## src/rtl/fwl_pkg.sv

```systemverilog
package fwl_pkg;

  localparam int HDR_BYTES     = 12;
  localparam int REC_HDR_BYTES = 6;
  localparam int SIZE_W        = 32;
  localparam int LEN_W         = 16;

  typedef enum logic [2:0] {
    ST_HDR,
    ST_REC,
    ST_PAY,
    ST_UC,
    ST_DRAIN,
    ST_DONE,
    ST_FAIL
  } loadState_t;

  // strobes from control to datapath
  typedef struct packed {
    logic       capHdr;
    logic       capRec;
    logic [3:0] byteSel;
    logic       mainDec;
    logic       ucDec;
    logic       payWrite;
  } dpCmd_t;

  // conditions from datapath to control
  typedef struct packed {
    logic verOk;
    logic mainZero;
    logic ucFinalZero;
    logic ucZero;
    logic mainShort;
    logic lenOver;
    logic lenZero;
    logic mainOne;
    logic payOne;
    logic ucOne;
  } dpStat_t;

endpackage

```

## src/rtl/fwl_datapath.sv

```systemverilog
module fwl_datapath
  import fwl_pkg::*;
#(
  parameter int         ADDR_W    = 32,
  parameter logic [7:0] MAJOR_VER = 8'd1
) (
  input  logic              clk,
  input  logic              rstN,
  input  dpCmd_t            cmd,
  input  logic [7:0]        inData,
  output dpStat_t           stat,
  output logic              wrEn,
  output logic [ADDR_W-1:0] wrAddr,
  output logic [7:0]        wrData
);

  logic [7:0]        verByte;
  logic [SIZE_W-1:0] mainLeft;
  logic [SIZE_W-1:0] ucLeft;
  logic [31:0]       dstRaw;
  logic [7:0]        lenLo;
  logic [LEN_W-1:0]  payLeft;
  logic [ADDR_W-1:0] curAddr;
  logic [LEN_W-1:0]  lenNow;

  assign lenNow = {inData, lenLo};

  always_comb begin
    stat.verOk       = (verByte == MAJOR_VER);
    stat.mainZero    = (mainLeft == '0);
    stat.ucFinalZero = ({inData, ucLeft[23:0]} == 32'd0);
    stat.ucZero      = (ucLeft == '0);
    stat.mainShort   = (mainLeft < SIZE_W'(REC_HDR_BYTES));
    stat.lenOver     = (SIZE_W'(lenNow) > (mainLeft - SIZE_W'(1)));
    stat.lenZero     = (lenNow == '0);
    stat.mainOne     = (mainLeft == SIZE_W'(1));
    stat.payOne      = (payLeft == LEN_W'(1));
    stat.ucOne       = (ucLeft == SIZE_W'(1));
  end

  // header fields and section counters
  always_ff @(posedge clk or negedge rstN) begin
    if (!rstN) begin
      verByte  <= '0;
      mainLeft <= '0;
      ucLeft   <= '0;
    end else begin
      if (cmd.capHdr) begin
        case (cmd.byteSel)
          4'd0:    verByte         <= inData;
          4'd4:    mainLeft[7:0]   <= inData;
          4'd5:    mainLeft[15:8]  <= inData;
          4'd6:    mainLeft[23:16] <= inData;
          4'd7:    mainLeft[31:24] <= inData;
          4'd8:    ucLeft[7:0]     <= inData;
          4'd9:    ucLeft[15:8]    <= inData;
          4'd10:   ucLeft[23:16]   <= inData;
          4'd11:   ucLeft[31:24]   <= inData;
          default: ;
        endcase
      end
      if (cmd.mainDec) mainLeft <= mainLeft - SIZE_W'(1);
      if (cmd.ucDec)   ucLeft   <= ucLeft - SIZE_W'(1);
    end
  end

  // record fields, address walk and write port
  always_ff @(posedge clk or negedge rstN) begin
    if (!rstN) begin
      dstRaw  <= '0;
      lenLo   <= '0;
      payLeft <= '0;
      curAddr <= '0;
      wrEn    <= 1'b0;
      wrAddr  <= '0;
      wrData  <= '0;
    end else begin
      wrEn <= 1'b0;
      if (cmd.capRec) begin
        case (cmd.byteSel)
          4'd0: dstRaw[7:0]   <= inData;
          4'd1: dstRaw[15:8]  <= inData;
          4'd2: dstRaw[23:16] <= inData;
          4'd3: dstRaw[31:24] <= inData;
          4'd4: lenLo         <= inData;
          4'd5: begin
            payLeft <= lenNow;
            curAddr <= dstRaw[ADDR_W-1:0];
          end
          default: ;
        endcase
      end
      if (cmd.payWrite) begin
        wrEn    <= 1'b1;
        wrAddr  <= curAddr;
        wrData  <= inData;
        curAddr <= curAddr + ADDR_W'(1);
        payLeft <= payLeft - LEN_W'(1);
      end
    end
  end

endmodule

```

## src/rtl/fwl_ctrl.sv

```systemverilog
module fwl_ctrl
  import fwl_pkg::*;
(
  input  logic    clk,
  input  logic    rstN,
  input  logic    inValid,
  input  logic    inLast,
  input  dpStat_t stat,
  output dpCmd_t  cmd,
  output logic    inReady,
  output logic    done,
  output logic    error
);

  loadState_t state;
  loadState_t nxt;
  loadState_t afterMain;
  logic [3:0] byteIdx;
  logic [3:0] idxNxt;
  logic       acc;
  logic       truncate;

  always_comb begin
    inReady   = (state != ST_DONE) && (state != ST_FAIL);
    acc       = inValid && inReady;
    cmd       = '0;
    nxt       = state;
    idxNxt    = byteIdx;
    afterMain = stat.ucZero ? ST_DONE : ST_UC;
    case (state)
      ST_HDR: begin
        cmd.capHdr  = acc;
        cmd.byteSel = byteIdx;
        if (acc) begin
          if (byteIdx == 4'(HDR_BYTES - 1)) begin
            idxNxt = '0;
            if (!stat.verOk)        nxt = ST_DRAIN;
            else if (stat.mainZero) nxt = stat.ucFinalZero ? ST_DONE : ST_UC;
            else                    nxt = ST_REC;
          end else begin
            idxNxt = byteIdx + 4'd1;
          end
        end
      end
      ST_REC: begin
        cmd.capRec  = acc;
        cmd.byteSel = byteIdx;
        cmd.mainDec = acc;
        if (acc) begin
          if (byteIdx == 4'd0 && stat.mainShort) begin
            nxt = ST_DRAIN;
          end else if (byteIdx == 4'(REC_HDR_BYTES - 1)) begin
            idxNxt = '0;
            if (stat.lenOver)      nxt = ST_DRAIN;
            else if (stat.lenZero) nxt = stat.mainOne ? afterMain : ST_REC;
            else                   nxt = ST_PAY;
          end else begin
            idxNxt = byteIdx + 4'd1;
          end
        end
      end
      ST_PAY: begin
        cmd.mainDec = acc;
        if (acc && stat.payOne) nxt = stat.mainOne ? afterMain : ST_REC;
      end
      ST_UC: begin
        cmd.ucDec = acc;
        if (acc && stat.ucOne) nxt = ST_DONE;
      end
      ST_DRAIN: begin
        if (acc && inLast) nxt = ST_FAIL;
      end
      default: ;
    endcase
    // an end marker anywhere short of completion ends the image as failed
    truncate = acc && inLast && (nxt != ST_DONE);
    if (truncate) nxt = ST_FAIL;
    cmd.payWrite = (state == ST_PAY) && acc && !truncate;
  end

  always_ff @(posedge clk or negedge rstN) begin
    if (!rstN) begin
      state   <= ST_HDR;
      byteIdx <= '0;
    end else begin
      state   <= nxt;
      byteIdx <= idxNxt;
    end
  end

  assign done  = (state == ST_DONE);
  assign error = (state == ST_DRAIN) || (state == ST_FAIL);

endmodule

```

## src/rtl/fw_stream_loader.sv

```systemverilog
module fw_stream_loader
  import fwl_pkg::*;
#(
  parameter int         ADDR_W    = 32,
  parameter logic [7:0] MAJOR_VER = 8'd1
) (
  input  logic              clk,
  input  logic              rstN,
  input  logic              inValid,
  input  logic [7:0]        inData,
  input  logic              inLast,
  output logic              inReady,
  output logic              wrEn,
  output logic [ADDR_W-1:0] wrAddr,
  output logic [7:0]        wrData,
  output logic              done,
  output logic              error
);

  dpCmd_t  cmd;
  dpStat_t stat;

  fwl_ctrl u_ctrl (
    .clk     (clk),
    .rstN    (rstN),
    .inValid (inValid),
    .inLast  (inLast),
    .stat    (stat),
    .cmd     (cmd),
    .inReady (inReady),
    .done    (done),
    .error   (error)
  );

  fwl_datapath #(
    .ADDR_W    (ADDR_W),
    .MAJOR_VER (MAJOR_VER)
  ) u_dp (
    .clk    (clk),
    .rstN   (rstN),
    .cmd    (cmd),
    .inData (inData),
    .stat   (stat),
    .wrEn   (wrEn),
    .wrAddr (wrAddr),
    .wrData (wrData)
  );

endmodule

```

## config.mk

```make
export PLATFORM = sky130hd
export DESIGN_NAME = fw_stream_loader
export DESIGN_NICKNAME = d
export VERILOG_FILES = /design/src/rtl/fwl_pkg.sv /design/src/rtl/fwl_datapath.sv /design/src/rtl/fwl_ctrl.sv /design/src/rtl/fw_stream_loader.sv
export SDC_FILE = /design/constraint.sdc
export NUM_CORES = 1
export LEC_CHECK = 0
export BUFFER_PORTS_ARGS = -buffer_cell sky130_fd_sc_hd__buf_2
export CORE_UTILIZATION = 34
export DETAILED_ROUTE_END_ITERATION = 10
export PLACE_DENSITY_LB_ADDON = 0.05
export SKIP_CTS_REPAIR_TIMING = 1
export SYNTH_ARGS = -nofsm -noshare
export SYNTH_HDL_FRONTEND = slang
export SYNTH_HIERARCHICAL = 1
export SYNTH_SLANG_ARGS = --single-unit
```

## constraint.sdc

```tcl
create_clock -name clk -period 5.3 [get_ports clk]
set_input_delay 0.795 -clock clk [delete_from_list [all_inputs] [get_ports clk]]
set_output_delay 0.795 -clock clk [all_outputs]
set_load 0.05 [all_outputs]
```

==> impl_metrics.py <==
metrics = {
    "place": {
        "dp_hpwl_um": 19600,
        "portBuffers": 55,
        "place_congestion": 0.775,
    },
    "critical_path": {
        "timing.rr.end": "u_ctrl/state[0]",
        "reg2reg_slack_ns": 1.0,
        "crit_type": "flip-flop to flip-flop",
        "r2r-start": "u_dp/mainLeft[2]",
        "path_max_fanout": 8,
        "start_kind": "flip-flop",
        "setup.worst_path.end_class": "flip-flop",
        "ff2ff_path_depth": 16,
        "required_ns": 5.71,
        "crit_arrival_ns": 4.71,
    },
    "timing": {
        "period_needed_ns": 4.30,
        "hold_viol_final": 0,
        "finClkSkew_ns": 0.0148,
        "slew_headroom_pct": 21.1,
        "fin_setup_tns_ns": 0,
        "fmax_mhz": 233,
        "rsz0062_at_grt": "false",
        "worstMarginPinSlew_ns": 1.18,
        "fin_crit_sh_pct": 81.1,
        "finalSetupViolations": 0,
        "slew_viol_final": 0,
    },
    "pwr": {
        "powerDensity_nw_per_um2": 451,
        "vdd_ir_drop_max_uv": 245,
        "finalPower_w": 0.00599,
        "leakage_nw": 5.68,
    },
    "global_route": {
        "grt_overflow_total": 0,
        "grt_first_pass_wirelength_um": 50800,
        "grt_max_degree": 118,
        "grt_pass1_vias": 8767,
        "grt_usage_pct": 18.2,
        "antenna_found_initial": 0,
    },
    "drt": {
        "vias": 8824,
        "drt_iter0_markers": 447,
        "drt.antenna.violating_nets": 0,
        "drc": 0,
        "drt_wl_total_um": 31300,
        "detail_route.first_pass.iterations": 4,
        "via_per_inst": 5.28,
        "wl_per_cell_um": 18.7,
    },
    "final_layout": {
        "area_growth_pct": 13.7,
        "nets": 1245,
        "antenna_cells": 0,
        "layout-drive-gt1-share_pct": 18.0,
    },
    "yosys": {
        "synth_enable_flop_cells": 0,
        "synthArstFlopShare_pct": 100,
        "ys_warn_count": 6,
        "ys_ff_latch": 208,
        "synth.largest_area_cell": "dfrtp_1",
        "syn_area_um2": 11700,
        "syn-num-nets": 1216,
        "avgSynthCellArea_um2": 9.93,
        "ys_seq_area_share_pct": 44.5,
        "synth_top_area_share_pct": 44.5,
        "synth_top_flop_cell": "dfrtp_1",
        "synth_cell_type_count": 65,
        "synthTopCellsByArea": "dfrtp_1, mux2_2, a211oi_1",
        "synthCells": 1178,
    },
    "clocking": {
        "cts_buffers": 26,
        "clock_latency_ns": 0.54,
        "cts_tree": "built",
        "clkTransAtPathRegs_ns": 0.06,
        "cts_max_level": 1,
        "clockRootBuffer": "clkbuf_16",
        "cts.sink_count": 208,
        "clockBufferDepth": 3,
    },
    "floorplan": {
        "initial_core_util_pct": 34.7,
        "die_area_um2": 35100,
        "dieHeight_um": 187,
        "pin_count": 56,
        "die_w_um": 187,
        "core_um2": 33700,
        "std_cell_rows": 67,
    },
    "worst_hold_path": {
        "hp-class": "primary input to asynchronous set/reset pin",
    },
    "flow_run": {
        "max-cap-violations": 0,
    },
    "run_status": {
        "outcome": "completed",
    },
}
flip-flops by register name, summed over array words and instances, names as in the netlist, 4 cells and up:
register,flops
u_dp/curAddr,32
u_dp/dstRaw,32
u_dp/mainLeft,32
u_dp/ucLeft,32
u_dp/wrAddr,32
u_dp/payLeft,16
u_dp/lenLo,8
u_dp/verByte,8
u_dp/wrData,8
u_ctrl/byteIdx,4
how the worst max path moves through the flow:
stage               slack, ns              end  depth (start not counted)        startpoint
finish                    1.0  u_ctrl/state[0]                         16  u_dp/mainLeft[2]
global route             0.59  u_ctrl/state[0]                         16  u_dp/mainLeft[2]
CTS                      0.99  u_ctrl/state[0]                         16  u_dp/mainLeft[2]
detailed placement       1.01  u_ctrl/state[0]                         16  u_dp/mainLeft[2]
global placement         1.09  u_ctrl/state[0]                         16  u_dp/mainLeft[2]
floorplan                1.65  u_ctrl/state[0]                         17  u_dp/mainLeft[0]
cell type report:
class                      count  area, µm²
clock inverter                 7       98.8
clock buffer                  36        748
tap                          448        561
timing repair buffer          73        445
inverter                      22       82.6
multi-input combinational    876       6150
fill                        3347      20400
sequential                   208       5200
critical path, stage by stage (launching register included):
cell	delay, ns
dfrtp_1	0.43
nor2_1	0.17
nand3_1	0.31
or3b_2	0.62
nor3_1	0.21
xnor2_1	0.17
ha_1	0.28
nand4_1	0.16
a21oi_1	0.07
a2111oi_0	0.40
o21ai_0	0.18
and4_1	0.23
a31oi_1	0.19
nor3b_2	0.07
nor4_1	0.46
or4_1	0.19
a22oi_2	0.05
kinds of logic (layout without fill, tap and decap cells):
group                      after synthesis  after routing  synth area share [%]
xor gates and xnor gates                91             91                  6.81
AOI/OAI and AO/OA                      238            238                  12.9
buffers and inverters                   94            138                  3.13
muxes                                  120            120                  11.2
DFF                                    208            208                  44.5
and+or+nand+nor                        401            401                  18.6
adders and majority gates               26             26                  2.78
metal layers:
layer / vias up / share of wire (%) / global-route usage (%)
li1: 4313 / - / -
met1: 4347 / 48 / 25.5
met2: 123 / 47 / 30.0
met3: 41 / 2.7 / 2.29
met4: 0 / 2.0 / 4.22
met5: - / 0 / 0
placed cells by master, fill, tap and decap left out, types with 6 or more instances in the layout:
cell type	count
nor2_1	69
ha_1	26
nand4_1	13
or3_1	10
buf_2	54
nor3b_1	7
mux2_2	91
inv_1	21
or4_1	10
nand2_1	81
dfrtp_1	208
nor3_1	25
nor2b_1	69
buf_4	16
o21ai_0	37
a21oi_1	83
nand3_1	26
clkbuf_8	6
xnor2_1	50
xor2_1	41
clkbuf_16	26
nand2b_1	13
mux2i_1	29
and2_1	10
nor4_1	28
a211oi_1	74
nand3b_1	6
a31oi_1	9
and3_1	8
per-stage QoR:
stage,instance area [µm²],hold slack (ns),cells,utilization [%],setup WS (ns)
after global placement,12400,0.484,1627,36.9,1.09
after global routing,13300,0.317,1670,39.4,0.586
after detailed placement,12400,0.489,1627,36.9,1.01
final,13300,0.241,1670,39.4,0.999
after CTS,13300,0.293,1670,39.4,0.992
after floorplan,11700,0.472,1178,-,1.65
Yosys cell counts, drive strengths merged, types with 5 or more instances:
master / count
buf: 9
o211ai: 5
nor4: 32
nor3: 26
inv: 21
and2: 10
nor3b: 8
nand2: 82
a211oi: 75
mux2i: 29
ha: 26
nor2: 71
or4: 10
a31oi: 9
nand3: 26
xor2: 41
o21ai: 38
nand4: 13
nand3b: 6
mux2: 91
or3: 10
clkbuf: 63
nor2b: 69
nand2b: 13
xnor2: 50
and3: 8
a21oi: 84
dfrtp: 208
report_power, final:
group / internal (W) / switching [W]
clock network: 0.00107 / 0.000707
registers: 0.00196 / 0.000401
logic: 0.000752 / 0.00110
total: 0.00378 / 0.00221
(Power assumes the default switching activity.)
